--- src/rtl/pcmp_pkg.sv ---
package pcmp_pkg;

  typedef enum logic [1:0] {
    DEC_LOSE = 2'd0,
    DEC_WIN  = 2'd1,
    DEC_TIE  = 2'd2
  } msb_dec_e;

  // Outcome decided by the top bit pair alone.
  function automatic msb_dec_e msb_decide(input logic a_top, input logic b_top);
    if (a_top == b_top)     return DEC_TIE;
    else if (a_top)         return DEC_WIN;
    else                    return DEC_LOSE;
  endfunction

endpackage

--- src/rtl/pcmp_msb_stage.sv ---
module pcmp_msb_stage (
  input  logic clk,
  input  logic rst_n,
  input  logic a_top,
  input  logic b_top,
  input  logic in_valid,
  output logic a_top_q,
  output logic b_top_q,
  output logic vld_q,
  output logic load_en
);
  import pcmp_pkg::*;

  msb_dec_e dec_now;

  always_comb begin
    dec_now = msb_decide(a_top, b_top);
    load_en = in_valid && (dec_now == DEC_TIE);
  end

  // Precomputed-input register: captured on every edge.
  always_ff @(posedge clk or negedge rst_n) begin
    if (!rst_n) begin
      a_top_q <= 1'b0;
      b_top_q <= 1'b0;
      vld_q   <= 1'b0;
    end else begin
      a_top_q <= a_top;
      b_top_q <= b_top;
      vld_q   <= in_valid;
    end
  end

  AST_VALID_DELAY: assert property (@(posedge clk) disable iff (!rst_n)
    1'b1 |=> (vld_q == $past(in_valid))) else $error("valid delay");

endmodule

--- src/rtl/pcmp_gated_reg.sv ---
module pcmp_gated_reg #(
  parameter int LOW_W = 15
) (
  input  logic             clk,
  input  logic             rst_n,
  input  logic             load_en,
  input  logic [LOW_W-1:0] a_low,
  input  logic [LOW_W-1:0] b_low,
  output logic [LOW_W-1:0] a_low_q,
  output logic [LOW_W-1:0] b_low_q
);
  localparam int NOPS = 2;

  logic [LOW_W-1:0] d_arr [NOPS];
  logic [LOW_W-1:0] q_arr [NOPS];

  assign d_arr[0] = a_low;
  assign d_arr[1] = b_low;

  // One load-enabled lane per operand.
  for (genvar op = 0; op < NOPS; op++) begin : g_lane
    always_ff @(posedge clk or negedge rst_n) begin
      if (!rst_n)       q_arr[op] <= '0;
      else if (load_en) q_arr[op] <= d_arr[op];
    end
  end

  assign a_low_q = q_arr[0];
  assign b_low_q = q_arr[1];

  AST_HOLD_KEEPS: assert property (@(posedge clk) disable iff (!rst_n)
    !load_en |=> ($stable(a_low_q) && $stable(b_low_q))) else $error("lower bits moved while held");
  AST_CHANGE_NEEDS_LOAD: assert property (@(posedge clk) disable iff (!rst_n)
    (!$stable(a_low_q) || !$stable(b_low_q)) |-> $past(load_en)) else $error("lower bits changed without load");

endmodule

--- src/rtl/pcmp_low_cmp.sv ---
module pcmp_low_cmp #(
  parameter int LOW_W     = 15,
  parameter int CMP_STYLE = 1   // 0: operator, 1: top-down bit scan
) (
  input  logic [LOW_W-1:0] a_low,
  input  logic [LOW_W-1:0] b_low,
  output logic             low_gt
);
  function automatic logic scan_gt(input logic [LOW_W-1:0] x, input logic [LOW_W-1:0] y);
    logic decided, res;
    decided = 1'b0;
    res     = 1'b0;
    for (int i = LOW_W - 1; i >= 0; i--) begin
      if (!decided && (x[i] != y[i])) begin
        decided = 1'b1;
        res     = x[i];
      end
    end
    return res;
  endfunction

  if (CMP_STYLE == 0) begin : g_op
    assign low_gt = (a_low > b_low);
  end else begin : g_scan
    assign low_gt = scan_gt(a_low, b_low);
  end

endmodule

--- src/rtl/pcmp_gt_top.sv ---
module pcmp_gt_top #(
  parameter int WIDTH     = 16,
  parameter int CMP_STYLE = 1
) (
  input  logic             clk,
  input  logic             rst_n,
  input  logic [WIDTH-1:0] a_in,
  input  logic [WIDTH-1:0] b_in,
  input  logic             in_valid,
  output logic             gt_o,
  output logic             out_valid,
  output logic             load_dis_o
);
  import pcmp_pkg::*;

  localparam int LOW_W = WIDTH - 1;

  logic             a_top_q, b_top_q, vld_q, load_en;
  logic [LOW_W-1:0] a_low_q, b_low_q;
  logic             low_gt;
  msb_dec_e         dec_q;

  pcmp_msb_stage u_msb (
    .clk      (clk),
    .rst_n    (rst_n),
    .a_top    (a_in[WIDTH-1]),
    .b_top    (b_in[WIDTH-1]),
    .in_valid (in_valid),
    .a_top_q  (a_top_q),
    .b_top_q  (b_top_q),
    .vld_q    (vld_q),
    .load_en  (load_en)
  );

  pcmp_gated_reg #(.LOW_W(LOW_W)) u_low (
    .clk     (clk),
    .rst_n   (rst_n),
    .load_en (load_en),
    .a_low   (a_in[LOW_W-1:0]),
    .b_low   (b_in[LOW_W-1:0]),
    .a_low_q (a_low_q),
    .b_low_q (b_low_q)
  );

  pcmp_low_cmp #(.LOW_W(LOW_W), .CMP_STYLE(CMP_STYLE)) u_cmp (
    .a_low  (a_low_q),
    .b_low  (b_low_q),
    .low_gt (low_gt)
  );

  always_comb begin
    dec_q = msb_decide(a_top_q, b_top_q);
    unique case (dec_q)
      DEC_WIN:  gt_o = 1'b1;
      DEC_LOSE: gt_o = 1'b0;
      default:  gt_o = low_gt;
    endcase
  end

  assign out_valid  = vld_q;
  assign load_dis_o = !load_en;

  AST_TOP_WIN: assert property (@(posedge clk) disable iff (!rst_n)
    (in_valid && a_in[WIDTH-1] && !b_in[WIDTH-1]) |=> gt_o) else $error("top win lost");
  AST_TOP_LOSE: assert property (@(posedge clk) disable iff (!rst_n)
    (in_valid && !a_in[WIDTH-1] && b_in[WIDTH-1]) |=> !gt_o) else $error("top lose won");
  AST_EQUAL_ZERO: assert property (@(posedge clk) disable iff (!rst_n)
    (in_valid && (a_in == b_in)) |=> !gt_o) else $error("equal gave 1");
  AST_DIFF_DISABLES: assert property (@(posedge clk) disable iff (!rst_n)
    (a_in[WIDTH-1] != b_in[WIDTH-1]) |-> load_dis_o) else $error("load on differing tops");

endmodule

--- config.mk ---
export PLATFORM = sky130hd
export DESIGN_NAME = pcmp_gt_top
export DESIGN_NICKNAME = d
export VERILOG_FILES = /design/src/rtl/pcmp_pkg.sv /design/src/rtl/pcmp_msb_stage.sv /design/src/rtl/pcmp_gated_reg.sv /design/src/rtl/pcmp_low_cmp.sv /design/src/rtl/pcmp_gt_top.sv
export SDC_FILE = /design/constraint.sdc
export NUM_CORES = 1
export LEC_CHECK = 0
export ABC_AREA = 1
export BUFFER_PORTS_ARGS = -buffer_cell sky130_fd_sc_hd__clkbuf_2
export CORE_MARGIN = 4
export CORE_UTILIZATION = 48
export CTS_CLUSTER_DIAMETER = 200
export CTS_CLUSTER_SIZE = 8
export DETAILED_ROUTE_END_ITERATION = 7
export MAX_ROUTING_LAYER = met4
export PLACE_DENSITY = 0.74
export SETUP_SLACK_MARGIN = 0.05
export SYNTH_ARGS = -nofsm -noshare
export SYNTH_HDL_FRONTEND = slang
export SYNTH_SLANG_ARGS = --single-unit
--- constraint.sdc ---
create_clock -name clk -period 2.6 [get_ports clk]
set_clock_uncertainty 0.2 [all_clocks]
set_input_delay 0.52 -clock clk [delete_from_list [all_inputs] [get_ports clk]]
set_output_delay 0.52 -clock clk [all_outputs]
set_load 0.005 [all_outputs]
==> metrics.md <==
| Metric | Value |
|---|---|
| Worst reg-to-reg setup slack | `1520 ps` |
| Sw Pwr | `535.7 uW` |
| CORE AREA | `3468 sq um` |
| Post-DP HPWL | `2.635 mm` |
| Worst Hold Class | `primary input to asynchronous set/reset pin` |
| Post-synthesis sequential area ratio | `0.4622` |
| DR vias | `1430` |
| Overall Global Routing Usage | `0.1566` |
| Seq cells post-synth | `33` |
| Post-CTS Setup Bufs | `0` |
| Drt drc | `0` |
| Critical Path AT | `2320 ps` |
| Worst Setup SP | `u_low.a_low_q[14]` |
| Area Growth Syn to Fin | `23.46%` |
| DP Worst Slack | `-193.3 ps` |
| Final Power | `1.574 mW` |
| First-pass GRT wire length | `5.871 mm` |
| Max-slew violation count | `0` |
| Antenna diode count | `0` |
| H-tree levels | `2` |
| Sw Ratio | `0.3403` |
| Biggest area consumer among synthesized cells | `dfrtp_1` |
| Gr ovfl total | `0` |
| Critical Path RT | `1880 ps` |
| Worst-margin pin slew | `800.3 ps` |
| Detailed Routing Iterations Pass 1 | `4` |
| Root buffer cell | `clkbuf_8` |
| Final #Nets | `286` |
| Dpl cells | `289` |
| Final WS setup | `-436.2 ps` |
| CTS tree | `yes` |
| Critical path destination | `gt_o` |
| Via density | `4.831` |
| CP max FO | `4` |
| Cts bufs inserted | `5` |
| Port bufs | `37` |
| Initial antenna violation count | `0` |
| Combinational share of power | `0.327` |
| Hold Slack | `114.8 ps` |
| Cell Pwr Density | `713.6 nW/um^2` |
| Worst reg2reg startpoint | `u_low.a_low_q[11]` |
| Fmax | `0.3294 GHz` |
| Most frequent cells in the layout | `clkbuf_2 (37), nand2_1 (33), dfrtp_1 (33)` |
| Ports | `38` |
| Die Area | `4762 sq um` |
| Final period util | `1.168` |
| Pin count of the biggest net entering global routing | `34` |
| Startpoint types | `flip-flop` |
| Synthesized instance count | `203` |
| Clk Latency, worst-skew pair | `280 ps` |
| Initial Util | `0.5152` |
| RSZ-0062 raised after global routing | `yes` |
| Failing checks | `setup timing` |
| Post-DRT Antenna Nets | `0` |
| Clock share of power | `0.244` |
| Cell variety after synth | `29` |
| Clk sinks | `33` |
| Yosys top cell area share | `0.4622` |
| Hold Vio Cnt, Final | `0` |
| DR iter-0 viols | `49` |
| Routed WL | `3.307 mm` |
| Synth area leaders | `dfrtp_1 (46%), mux2_2 (8.8%), nand2_1 (6.9%), nor2_1 (5.0%), xnor2_1 (4.9%)` |
| Internal power | `1.038 mW` |
| Final setup viols | `1` |
| Worst r2r path cells | `2` |
| Outcome | `finished, violations left` |
| Vias in the first global route | `1379` |
| CP endpoint kind | `output port` |
| Seq pwr share | `0.429` |
| Share of layout cells above drive strength 1 | `0.3400` |
| Setup tns final | `-436.2 ps` |
| Final cell count without fillers | `296` |
| Die X | `69.01 um` |
| Synthesized Nets | `239` |
| Yosys warns | `0` |
| Die Y | `69.01 um` |
| Gp weighted congestion | `0.7856` |
| Post-CTS Hold Buffers | `0` |
| Period minus WS final | `3036 ps` |
| Clock tree buffer depth | `2` |
| Leading cell type in the layout, fill and taps excluded | `clkbuf_2` |
| Synth Cell Area | `1787 sq um` |
| FP Rows | `21` |
| Clock-pin slew on the worst setup and hold paths | `60 ps` |
| Worst flop-to-flop path endpoint | `u_low.a_low_q[11]` |
| Synthesized area per cell | `8.802 sq um` |
| WL per Instance | `11.17 um` |
| MaxCap Viol Count | `0` |
| Max VDD drop | `0.4098 mV` |
| WS Path Type | `flip-flop to output port` |
| Leakage | `1.105 nW` |
| Relative slew slack | `0.4665` |
## what timing repair did
action | 4_1_cts | 5_1_grt
endpoints found under the setup margin | 1 | 1
cloned | 0 | 0
gates resized for setup | 3 | 4
## cells by family (layout without fill, tap and decap cells)
kind of cell / Yosys count / after routing / share of synthesized area
AOI/OAI and AO/OA: 24 / 24 / 0.07983
xor gates and xnor gates: 11 / 11 / 0.05392
adders and majority gates: 1 / 1 / 0.007002
buffers and inverters: 31 / 78 / 0.06513
DFF: 33 / 33 / 0.4622
muxes: 14 / 14 / 0.08823
and+or+nand+nor: 89 / 89 / 0.2437
## power groups by stage
stage          registers, mW  clock network (mW)  logic, mW
5_1_grt                0.687               0.402      0.588
3_5_place_dp           0.684                   0      0.487
6_report               0.675               0.384      0.515
4_1_cts                0.675               0.391      0.509
3_3_place_gp           0.681                   0      0.477
2_1_floorplan          0.670                   0      0.358
## flip-flops by register name, summed over array words and instances, names as in the netlist
signal and cells:
u_low.a_low_q 15, u_msb.b_top_q 1, u_msb.vld_q 1, u_low.b_low_q 15
u_msb.a_top_q 1
## synthesized netlist by cell type
cell type and number:
dfrtp_1 33, nand2_1 33, nor2_1 24, inv_1 23
a21oi_1 17, mux2_2 14, nand3_1 10, xnor2_1 10
clkbuf_1 5, nand4_1 5, inv_2 3, nand2_2 2
nand2_4 2, nand3b_1 2, nor2_2 2, nor3_1 2
o21ai_0 2, o21ai_1 2, or2_2 2, and2_1 1
ha_1 1, nand3_2 1, nor2_4 1, nor2_8 1
nor3b_1 1, o211ai_1 1, o21ai_2 1, o31ai_4 1
xor2_1 1
## worst max-delay path: stages, from the launching register on
cell      delay (ps)
dfrtp_1          410
ha_4             290
nand3_4           80
nor2_4           110
nand3_4           90
nor2_4           110
nand2_2           70
nor2_4           120
nand2_4           80
nor2_8           120
nand2_4           60
o31ai_4          190
inv_2             40
nand2_1           60
nand2_1           50
nand2_1           50
clkbuf_2         100
## worst min path at each step
stage,slack [ps],endpoint,start,cells past startpoint
2_1_floorplan,20,u_low.a_low_q[0],rst_n,0
3_3_place_gp,310,u_low.a_low_q[0],u_low.a_low_q[0],2
3_5_place_dp,320,u_low.b_low_q[0],u_low.b_low_q[0],1
4_1_cts,140,u_low.b_low_q[12],rst_n,1
5_1_grt,150,u_msb.vld_q,in_valid,1
6_report,110,u_low.b_low_q[12],rst_n,1
## cell type report
| cell class | instances | area [sq um] |
|---|---|---|
| clock buffers | 7 | 86.33 |
| inverters | 26 | 97.59 |
| multi-input cells | 139 | 893.4 |
| flip-flops and latches | 33 | 825.8 |
| repair buffers | 45 | 245.2 |
| fillers | 317 | 1262 |
| well taps | 46 | 57.56 |
## per-stage QoR
| stage | util | instance area, sq um |
|---|---|---|
| floorplan | - | 1799 |
| global placement | 0.6006 | 2083 |
| detailed placement | 0.6006 | 2083 |
| CTS | 0.6306 | 2187 |
| global route | 0.6360 | 2206 |
| finish | 0.6360 | 2206 |
## layer usage
metal | GRT usage | share of wire | vias up
met2 | 0.2383 | 0.49 | 24
met4 | 0.08243 | 0.024 | 0
met1 | 0.1926 | 0.45 | 656
met5 | - | 0 | -
met3 | 0.03779 | 0.036 | 7
li1 | - | - | 743
No activity file was read; power rests on OpenSTA's default activity.
